<file path="src/rtl/lru_cam_pkg.sv">
package lru_cam_pkg;
  // Bit position of the entry number inside the packed result word
  localparam int unsigned RES_IDX_LSB = 3;

  typedef enum logic [1:0] {
    OP_IDLE   = 2'd0,
    OP_LOOKUP = 2'd1,
    OP_WRITE  = 2'd2,
    OP_CLEAR  = 2'd3
  } cam_op_e;
endpackage

</file>
<file path="src/rtl/lru_cam_match.sv">
module lru_cam_match #(
  parameter int unsigned ENTRIES = 16,
  parameter int unsigned TAG_W   = 32,
  localparam int unsigned IDX_W  = $clog2(ENTRIES)
) (
  input  logic [ENTRIES-1:0][TAG_W-1:0] tags,
  input  logic [ENTRIES-1:0]            valid,
  input  logic [TAG_W-1:0]              key,
  output logic                          hit,
  output logic [IDX_W-1:0]              hit_idx
);
  logic [ENTRIES-1:0] eq;

  genvar g;
  generate
    for (g = 0; g < ENTRIES; g++) begin : g_cmp
      assign eq[g] = valid[g] && (tags[g] == key);
    end
  endgenerate

  // Scan from the top down so the lowest-numbered match wins
  always_comb begin
    hit     = 1'b0;
    hit_idx = '0;
    for (int i = ENTRIES - 1; i >= 0; i--) begin
      if (eq[i]) begin
        hit     = 1'b1;
        hit_idx = IDX_W'(i);
      end
    end
  end
endmodule

</file>
<file path="src/rtl/lru_cam_order.sv">
module lru_cam_order #(
  parameter int unsigned ENTRIES = 16,
  localparam int unsigned IDX_W  = $clog2(ENTRIES)
) (
  input  logic             clk,
  input  logic             rst_n,
  input  logic             touch_en,
  input  logic [IDX_W-1:0] touch_idx,
  output logic [IDX_W-1:0] lru_idx
);
  // Slot 0 holds the least recent entry, the top slot the most recent
  logic [ENTRIES-1:0][IDX_W-1:0] ord_q, ord_d;
  logic                          found;

  always_comb begin
    ord_d = ord_q;
    found = 1'b0;
    if (touch_en) begin
      for (int i = 0; i < ENTRIES - 1; i++) begin
        if (ord_q[i] == touch_idx) found = 1'b1;
        if (found) ord_d[i] = ord_q[i+1];
      end
      ord_d[ENTRIES-1] = touch_idx;
    end
  end

  always_ff @(posedge clk or negedge rst_n) begin
    if (!rst_n) begin
      for (int i = 0; i < ENTRIES; i++) ord_q[i] <= IDX_W'(i);
    end else if (touch_en) begin
      ord_q <= ord_d;
    end
  end

  assign lru_idx = ord_q[0];
endmodule

</file>
<file path="src/rtl/lru_cam.sv">
module lru_cam
  import lru_cam_pkg::*;
#(
  parameter int unsigned ENTRIES = 16,
  parameter int unsigned TAG_W   = 32,
  parameter int unsigned STATE_W = 4,
  parameter int unsigned RES_W   = 32,
  localparam int unsigned IDX_W  = $clog2(ENTRIES),
  localparam int unsigned HIT_POS = RES_IDX_LSB + IDX_W,
  localparam int unsigned ST_LSB  = HIT_POS + 1
) (
  input  logic               clk,
  input  logic               rst_n,
  input  logic               lkp_req,
  input  logic [TAG_W-1:0]   lkp_key,
  input  logic               lkp_to_lm,
  input  logic               wr_en,
  input  logic [IDX_W-1:0]   wr_idx,
  input  logic [TAG_W-1:0]   wr_tag,
  input  logic [STATE_W-1:0] wr_state,
  input  logic               clr_all,
  output logic               res_valid,
  output logic [RES_W-1:0]   res_word,
  output logic [RES_W-1:0]   lm_addr
);
  cam_op_e op;

  logic [ENTRIES-1:0][TAG_W-1:0]   tag_q;
  logic [ENTRIES-1:0][STATE_W-1:0] st_q;
  logic [ENTRIES-1:0]              vld_q, vld_d;
  logic [ENTRIES-1:0]              ent_we;

  logic             hit;
  logic [IDX_W-1:0] hit_idx, lru_idx, touch_idx;
  logic             touch_en;

  logic [RES_W-1:0] res_next;
  logic             res_valid_d;
  logic [RES_W-1:0] res_word_d, lm_d;
  logic             res_we, lm_we;

  // Fixed priority when requests collide: clear, then write, then lookup
  always_comb begin
    if (clr_all)      op = OP_CLEAR;
    else if (wr_en)   op = OP_WRITE;
    else if (lkp_req) op = OP_LOOKUP;
    else              op = OP_IDLE;
  end

  lru_cam_match #(.ENTRIES(ENTRIES), .TAG_W(TAG_W)) u_match (
    .tags    (tag_q),
    .valid   (vld_q),
    .key     (lkp_key),
    .hit     (hit),
    .hit_idx (hit_idx)
  );

  assign touch_en  = (op == OP_WRITE) || ((op == OP_LOOKUP) && hit);
  assign touch_idx = (op == OP_WRITE) ? wr_idx : hit_idx;

  lru_cam_order #(.ENTRIES(ENTRIES)) u_order (
    .clk       (clk),
    .rst_n     (rst_n),
    .touch_en  (touch_en),
    .touch_idx (touch_idx),
    .lru_idx   (lru_idx)
  );

  // Entry storage: per-entry write enables, valid bits with clear
  genvar g;
  generate
    for (g = 0; g < ENTRIES; g++) begin : g_ent
      assign ent_we[g] = (op == OP_WRITE) && (wr_idx == IDX_W'(g));

      always_ff @(posedge clk or negedge rst_n) begin
        if (!rst_n) begin
          tag_q[g] <= '0;
          st_q[g]  <= '0;
        end else if (ent_we[g]) begin
          tag_q[g] <= wr_tag;
          st_q[g]  <= wr_state;
        end
      end
    end
  endgenerate

  always_comb begin
    vld_d = vld_q;
    if (op == OP_CLEAR) vld_d = '0;
    else                vld_d = vld_q | ent_we;
  end

  always_ff @(posedge clk or negedge rst_n) begin
    if (!rst_n) vld_q <= '0;
    else        vld_q <= vld_d;
  end

  // Result packing
  always_comb begin
    res_next = '0;
    if (hit) begin
      res_next[ST_LSB +: STATE_W]    = st_q[hit_idx];
      res_next[HIT_POS]              = 1'b1;
      res_next[RES_IDX_LSB +: IDX_W] = hit_idx;
    end else begin
      res_next[RES_IDX_LSB +: IDX_W] = lru_idx;
    end
  end

  assign res_we      = (op == OP_LOOKUP);
  assign lm_we       = res_we && lkp_to_lm;
  assign res_valid_d = res_we;
  assign res_word_d  = res_we ? res_next : res_word;
  assign lm_d        = lm_we ? res_next : lm_addr;

  always_ff @(posedge clk or negedge rst_n) begin
    if (!rst_n) begin
      res_valid <= 1'b0;
      res_word  <= '0;
      lm_addr   <= '0;
    end else begin
      res_valid <= res_valid_d;
      res_word  <= res_word_d;
      lm_addr   <= lm_d;
    end
  end
endmodule

</file>
<file path="config.mk">
export PLATFORM = sky130hd
export DESIGN_NAME = lru_cam
export DESIGN_NICKNAME = d
export VERILOG_FILES = /design/src/rtl/lru_cam_pkg.sv /design/src/rtl/lru_cam_match.sv /design/src/rtl/lru_cam_order.sv /design/src/rtl/lru_cam.sv
export SDC_FILE = /design/constraint.sdc
export NUM_CORES = 2
export LEC_CHECK = 0
export BUFFER_PORTS_ARGS = -buffer_cell sky130_fd_sc_hd__buf_2
export CAP_MARGIN = 20
export CORE_MARGIN = 2
export CORE_UTILIZATION = 35
export DETAILED_ROUTE_END_ITERATION = 6
export SLEW_MARGIN = 15
export SYNTH_ARGS = -nofsm -noshare
export SYNTH_HDL_FRONTEND = slang
export SYNTH_SLANG_ARGS = --single-unit
export TNS_END_PERCENT = 30
</file>
<file path="constraint.sdc">
create_clock -name clk -period 11.5 [get_ports clk]
set_input_delay 1.15 -clock clk [delete_from_list [all_inputs] [get_ports clk]]
set_output_delay 1.15 -clock clk [all_outputs]
set_load 0.02 [all_outputs]
</file>
After elaboration in Yosys (flattened, before gate mapping)
Index checks and enable logic that the tools add are counted.
{"block": "word_totals", "reg_bits": 675, "inputBits": 78, "output_inout_bits": 65, "wordCells": 225}
{"block": "classes", "order_cmp": 1, "eq_ne": 49, "n_mux": 71, "n_bitwise": 1, "n_reduce_logical": 51}
{"operator": "$eq 32x32->1", "count": 16}
{"operator": "$mux 4", "count": 19}
{"operator": "$eq 4x4->1", "count": 15}
{"operator": "$mux 1", "count": 47}
{"operator": "$logic_and 1x1->1", "count": 34}
{"operator": "$eq 4x4->1 const B", "count": 8}
{"operator": "$reduce_and 2->1", "count": 15}
{"operator": "$bmux 4 s4", "count": 1}
{"operator": "$eq 4x3->1 const B", "count": 4}
{"operator": "$mux 16", "count": 1}
{"operator": "$or 16x16->16", "count": 1}
{"operator": "$eq 4x2->1 const B", "count": 2}
{"operator": "$lt 4x5->1 const B", "count": 1}
{"operator": "$mux 5", "count": 1}
{"operator": "$eq 2x2->1 const B", "count": 2}
{"operator": "$eq 4x1->1 const B", "count": 1}
{"operator": "$logic_not 4->1", "count": 1}
{"operator": "$mux 2", "count": 2}
{"operator": "$eq 2x1->1 const B", "count": 1}
{"operator": "$logic_or 1x1->1", "count": 1}

Logic depth before layout (Yosys ltp)
{"block": "depth", "depth_word": 51, "mapped_depth": 19, "depth_no_buf": 14}

By module
From an unflattened synthesis, not the netlist that was laid out.
{"block": "unflattened", "hier_cells": 2557, "area_unflattened_um2": 33488.4}
{"mod": "lru_cam", "instances": 1, "cells_per_inst": 1501, "area_each_um2": 23924.2, "seq_area_each_um2": 15289.7}
{"mod": "lru_cam_match", "instances": 1, "cells_per_inst": 798, "area_each_um2": 6249.7, "seq_area_each_um2": 0.0}
{"mod": "lru_cam_order", "instances": 1, "cells_per_inst": 258, "area_each_um2": 3314.4, "seq_area_each_um2": 1641.6}

Worst setup path after synthesis
OpenSTA, ideal clock, no wires.
{"block": "synth_path", "path_kind": "in2reg", "from": "input lkp_key[19]", "to": "register u_order.ord_q[31] in the netlist's numbering", "setup_time_ns": 0.128, "t_arrival_ns": 4.909, "t_required_ns": 11.372, "slack_ns": 6.464, "path_stages": 17, "n_path_buf": 3, "cell_sequence": "buf_4 xor2_1 nor4b_1 nand4_1 or4_1 and4bb_2 a2111oi_4 nor2_4 buf_6 xnor2_1 o2111ai_1 o22ai_1 o22a_1 buf_4 nor3_4 o31a_1 mux2_1"}
{"block": "synth_between", "elab_chain_len": 37, "elab_cells_between_ends": 92, "classes_between": "eq/ne: 24; mux: 49; reduce/logical: 19"}
{"element": "start: declaration", "line": "lru_cam.sv:15", "text": "input logic [TAG_W-1:0] lkp_key,"}
{"element": "$eq 32x32->1", "line": "lru_cam_match.sv:17", "text": "assign eq[g] = valid[g] && (tags[g] == key);"}
{"element": "$logic_and 1x1->1", "line": "lru_cam_match.sv:17"}
{"element": "$mux 4 (16 in series)", "line": "lru_cam_match.sv:26", "text": "if (eq[i]) begin"}
{"element": "$mux 4", "line": "lru_cam.sv:59", "text": "assign touch_idx = (op == OP_WRITE) ? wr_idx : hit_idx;"}
{"element": "$eq 4x4->1", "line": "lru_cam_order.sv:20", "text": "if (ord_q[i] == touch_idx) found = 1'b1;"}
{"element": "$mux 1", "line": "lru_cam_order.sv:20"}
{"element": "$mux 1", "line": "lru_cam_order.sv:18", "text": "if (touch_en) begin"}
{"element": "$mux 1", "line": "lru_cam_order.sv:20"}
{"element": "[6 not listed]"}
{"element": "$mux 1", "line": "lru_cam_order.sv:18"}
{"element": "$mux 1", "line": "lru_cam_order.sv:20"}
{"element": "$mux 1", "line": "lru_cam_order.sv:18"}
{"element": "$mux 1", "line": "lru_cam_order.sv:20"}
{"element": "$mux 1", "line": "lru_cam_order.sv:18"}
{"element": "$mux 1", "line": "lru_cam_order.sv:20"}
{"element": "$mux 1", "line": "lru_cam_order.sv:18"}
{"element": "$reduce_and 2->1 (no line) (*)"}
{"element": "end signal: assignment", "line": "lru_cam_order.sv:31", "text": "ord_q <= ord_d;"}
{"element": "end: declaration", "line": "lru_cam_order.sv:12", "text": "logic [ENTRIES-1:0][IDX_W-1:0] ord_q, ord_d;"}
Every way passes the cells marked *; elsewhere a longest branch is shown, timed or not. The select of a mux whose other input is x is not followed.
A chain may end at the register's enable or synchronous reset.

Worst setup path after layout
{"block": "layout_path", "from": "input lkp_key[2]", "to": "register u_order.ord_q[56] in the netlist's numbering"}
{"block": "layout_between", "elab_chain_len": 51, "elab_cells_between_ends": 113, "classes_between": "eq/ne: 31; mux: 63; reduce/logical: 19"}
{"element": "$eq 32x32->1", "line": "lru_cam_match.sv:17"}
{"element": "$logic_and 1x1->1", "line": "lru_cam_match.sv:17"}
{"element": "$mux 4 (16 in series)", "line": "lru_cam_match.sv:26"}
{"element": "$mux 4", "line": "lru_cam.sv:59"}
{"element": "$eq 4x4->1", "line": "lru_cam_order.sv:20"}
{"element": "$mux 1", "line": "lru_cam_order.sv:20"}
{"element": "$mux 1", "line": "lru_cam_order.sv:18"}
{"element": "$mux 1", "line": "lru_cam_order.sv:20"}
{"element": "[20 not listed]"}
{"element": "$mux 1", "line": "lru_cam_order.sv:18"}
{"element": "$mux 1", "line": "lru_cam_order.sv:20"}
{"element": "$mux 1", "line": "lru_cam_order.sv:18"}
{"element": "$mux 1", "line": "lru_cam_order.sv:20"}
{"element": "$mux 1", "line": "lru_cam_order.sv:18"}
{"element": "$mux 1", "line": "lru_cam_order.sv:20"}
{"element": "$mux 1", "line": "lru_cam_order.sv:18"}
{"element": "$reduce_and 2->1 (no line) (*)"}
Marks and branches as above.

==> impl_results.rst <==
.. list-table::
   :header-rows: 1

   * - Metric
     - Value
   * - Skew-Pair Late Insertion Delay
     - around 630 ps
   * - Count of warnings emitted by yosys
     - 0
   * - Final instance area
     - 38900 um^2
   * - 1st-pass router iterations
     - 7
   * - Worst setup margin
     - approximately 4800 ps
   * - Max Fclk
     - roughly 150 MHz
   * - Area of combinational cells with multiple inputs
     - roughly 17000 um^2
   * - WL final
     - about 120000 um
   * - Global-route usage over all layers
     - 0.224
   * - Violated checks
     - DRC
   * - Number of max-cap violations
     - 0
   * - Lkg Pwr
     - ~17 nW
   * - Flops & latches, synth
     - between 600 and 700
   * - Number of remaining DRC errors
     - 1
   * - Part of the total power dissipated in sequential elements
     - 0.432
   * - Startpoint Class
     - input port
   * - Initial core utilization
     - 0.351
   * - Netlist area before placement
     - 35000 um^2
   * - Count of clock tree sinks
     - 675
   * - Grt ovf
     - 0
   * - Worst slack on hold paths
     - around 480 ps
   * - Period utilization
     - 0.579
   * - Cell repeated most along the worst path
     - nand4_1
   * - Kind of critical path
     - input port to flip-flop
   * - Number of clock buffers inserted by TritonCTS
     - 73
   * - Internal power component
     - approximately 0.0052 W
   * - Unrepaired setup endpoints after global routing
     - no
   * - Synthesized instance count
     - roughly 2.9k
   * - Worst setup EP type
     - flip-flop
   * - # fillers
     - around 9.5k
   * - Clock Skew
     - 28.4 ps
   * - Slew margin rel.
     - 0.257
   * - Maximum count of clock buffers along a single path
     - 3
   * - End of the critical path
     - u_order.ord_q[56]
   * - Synth Area per Inst
     - 12.2 um^2
   * - Highest ir drop seen on vdd
     - between 0.1 and 0.15 mV
   * - Area post-placement
     - 36300 um^2
   * - Worst Max-Slew Pin Slew
     - roughly 1100 ps
   * - CP bufs+invs
     - 2
   * - Total I/O pin count
     - 143
   * - Net switching fraction of the power
     - 0.315
   * - Count of buffers added by post-CTS timing repair for setup
     - 0
   * - Clock input transition at the sequential cells of the worst setup and hold paths
     - 60 ps
   * - Layout-stage area growth over the synthesis result
     - 10.9%
   * - Most used DFF post-synth
     - dfrtp_1
   * - Number of input and output port buffers inserted
     - 96
   * - Status
     - finished, violations left
   * - Vias after detailed routing
     - 23.5k
   * - Clock network fraction of total power
     - 0.326
   * - Vias in the first global route
     - ~23k
   * - Root cell of the clock tree
     - clkbuf_16
   * - Number of slew-limit violations in the final report
     - 0
   * - Hold Violations, Final
     - 0
   * - Largest driver fanout on the critical path
     - 21
   * - Routed vias/inst
     - about 5.5
   * - Reg-to-reg endpoint
     - u_order.ord_q[56]
   * - Antenna violations before repair
     - 8
   * - Clock H-tree levels
     - 3
   * - Cell depth of the worst flop-to-flop path
     - 14
   * - Beginning of the critical path
     - lkp_key[2]
   * - Beginning of the worst register-to-register path
     - tag_q[81]
   * - Post-synth EDFFs
     - 0
   * - Worst EP arrival
     - just over 7000 ps
   * - Cts-stage hold buffer count
     - 0
   * - Ys async rst share
     - 1.00
   * - Worst path cell trace
     - buf_2 -> xnor2_1 -> nand4_1 -> nor4_1 -> nand4_1 -> nor2b_1 -> o21ai_0 -> o41ai_4 -> buf_4 -> mux2i_1 -> o221ai_1 -> o22a_1 -> a211oi_4 -> nand3_2 -> mux2_1
   * - Worst slack at placement
     - 4360 ps
   * - Ratio of cells with drive above 1 in the final layout
     - 0.327
   * - Power density over the cells
     - 196 nW/um^2
   * - Slowest cell on the critical path
     - mux2i_1
   * - Most frequent cells in the layout
     - 643 x dfrtp_1, 619 x mux2_2, 400 x xor2_1
   * - Routability congestion estimate
     - between 0.9 and 1
   * - Average wire per standard cell
     - around 27 um
   * - Sequential Area
     - ~17000 um^2
   * - Proportion of power drawn by combinational gates
     - 0.242
   * - Detail Route Antenna Nets
     - 0
   * - R2R setup slack
     - about 5500 ps
   * - Time the worst path needs with I/O delays and setup
     - approximately 6700 ps
   * - Max incr delay on CP
     - 810 ps
   * - Number of cells on the critical path
     - 15
   * - Die width
     - about 320 um
   * - Number of nets in the finished design
     - 2974
   * - Final total power
     - 0.00760 W
   * - Count of routing violations after the opening detailed-route iteration
     - between 2k and 2.5k
   * - Worst hold path type
     - flip-flop to flip-flop
   * - Cts repair resizes
     - 0
   * - Clock tree from TritonCTS
     - yes
   * - Fraction of the yosys area taken by sequential cells
     - 0.483
   * - Net switching component of the power
     - 0.00239 W
   * - Most common library cell in the layout ignoring fill and taps
     - dfrtp_1
   * - Placed wire-length estimate
     - roughly 74000 um
   * - Pin count of the biggest net entering global routing
     - about 180
   * - Post-synthesis cell type count
     - 84
   * - Floorplan die area
     - about 100000 um^2
   * - Kind of cell adding the most delay to the critical path
     - compound AO/OA/AOI/OAI gates
   * - Vert. Die Dim
     - 320 um
   * - Row Count
     - between 100 and 150
   * - Floorplan core area
     - about 100000 um^2
   * - Worst endpoint required time
     - around 12000 ps
   * - First-pass GRT wire length
     - ~170000 um
   * - Total negative setup slack
     - 0 ps
   * - Final setup violation count
     - 0
==> metal layers <==
layer | GRT usage | vias up | share of wire
li1 | - | 10100 | -
met1 | 0.325 | 12200 | 0.46
met2 | 0.337 | 971 | 0.43
met3 | 0.0491 | 198 | 0.083
met4 | 0.0627 | 2 | 0.028
met5 | 0 | - | 0.00010
==> through the flow <==
| step | std cells | utilization |
|---|---|---|
| 6_report | 4248 | 0.390 |
| 4_1_cts | 4244 | 0.389 |
| 3_5_place_dp | 4117 | 0.364 |
| 2_1_floorplan | 2909 | - |
| 3_3_place_gp | 4117 | 0.364 |
| 5_1_grt | 4246 | 0.390 |
==> synth_stat cells, drive strengths merged, types with 3 or more instances <==
cell       n  share of area
o22ai      5        0.00089
nor4     162          0.030
a211oi    14         0.0039
and2       3        0.00054
nor4b      8         0.0020
and3       7         0.0012
nand2    100          0.011
clkbuf   100          0.011
xor2     400           0.10
a2111oi    6         0.0024
mux2i     30         0.0086
nor2      61         0.0068
dfrtp    643           0.46
o21ai     53         0.0078
dfstp     32          0.024
inv       34         0.0036
o31ai      3        0.00064
nand2b     8         0.0014
buf      125          0.030
a31oi      7         0.0012
or3        7         0.0012
a21oi     36         0.0059
or4       14         0.0032
or3b       4         0.0010
mux2     637           0.21
a2111o     4         0.0013
xnor2    137          0.034
nand3b     4         0.0011
nand4b    11         0.0027
nand4     63          0.012
o211ai     4        0.00086
nor2b     27         0.0048
o2111ai    6         0.0019
nand3     43         0.0063
a22oi      3        0.00064
nor3      36         0.0055
==> worst register-to-register path, delay by kind of cell (launching register included) <==
kind / cells / cell delay, ps
mux: 2 / 1180
buf+inv: 1 / 260
simple gates: 5 / 1200
compound gates: 5 / 2080
flops: 1 / 380
xor+xnor: 1 / 740
==> power by group through the flow <==
stage               Combinational [W]  Clock, W  Sequential [W]
floorplan                     0.00135         0         0.00321
global placement              0.00179         0         0.00330
detailed placement            0.00181         0         0.00331
CTS                           0.00182   0.00252         0.00327
global route                  0.00199   0.00262         0.00334
finish                        0.00184   0.00248         0.00328
==> worst min-delay path by stage <==
| stage | start | to | slack (ps) | cells after the start |
|---|---|---|---|---|
| CTS | res_word[10] | res_word[10] | 480 | 2 |
| finish | res_word[4] | res_word[4] | 480 | 2 |
| floorplan | vld_q[3] | vld_q[3] | 470 | 2 |
| global route | lm_addr[10] | lm_addr[10] | 500 | 2 |
| global placement | lm_addr[8] | lm_addr[8] | 460 | 2 |
| detailed placement | res_word[10] | res_word[10] | 470 | 2 |
==> registers in the layout, indices dropped and copies added (netlist names) <==
register and cells:
lm_addr 9, res_valid 1, res_word 9, st_q 64, tag_q 512, u_order.lru_idx 4
u_order.ord_q 60, vld_q 16
==> cell families (layout without fill, tap and decap cells) <==
kind of cell | count (synthesis) | count (layout) | share of synthesized area
muxes | 667 | 667 | 0.214
buffers and inverters | 260 | 299 | 0.0441
and+or+nand+nor | 564 | 564 | 0.0916
other | 1 | 48 | 0.000107
xor gates and xnor gates | 537 | 537 | 0.134
DFF | 675 | 675 | 0.483
AOI/OAI and AO/OA | 160 | 160 | 0.0331
==> area by class of cell <==
class,count,area share
Timing Repair Buffer,137,0.0222
Sequential cell,675,0.436
Inverter,35,0.00338
Multi-Input combinational cell,1974,0.433
Clock buffer,101,0.0557
Clock inverter,26,0.00837
Antenna cell,2,0.000129
Tap cell,1298,0.0418
No activity file was read; power rests on OpenSTA's default activity.
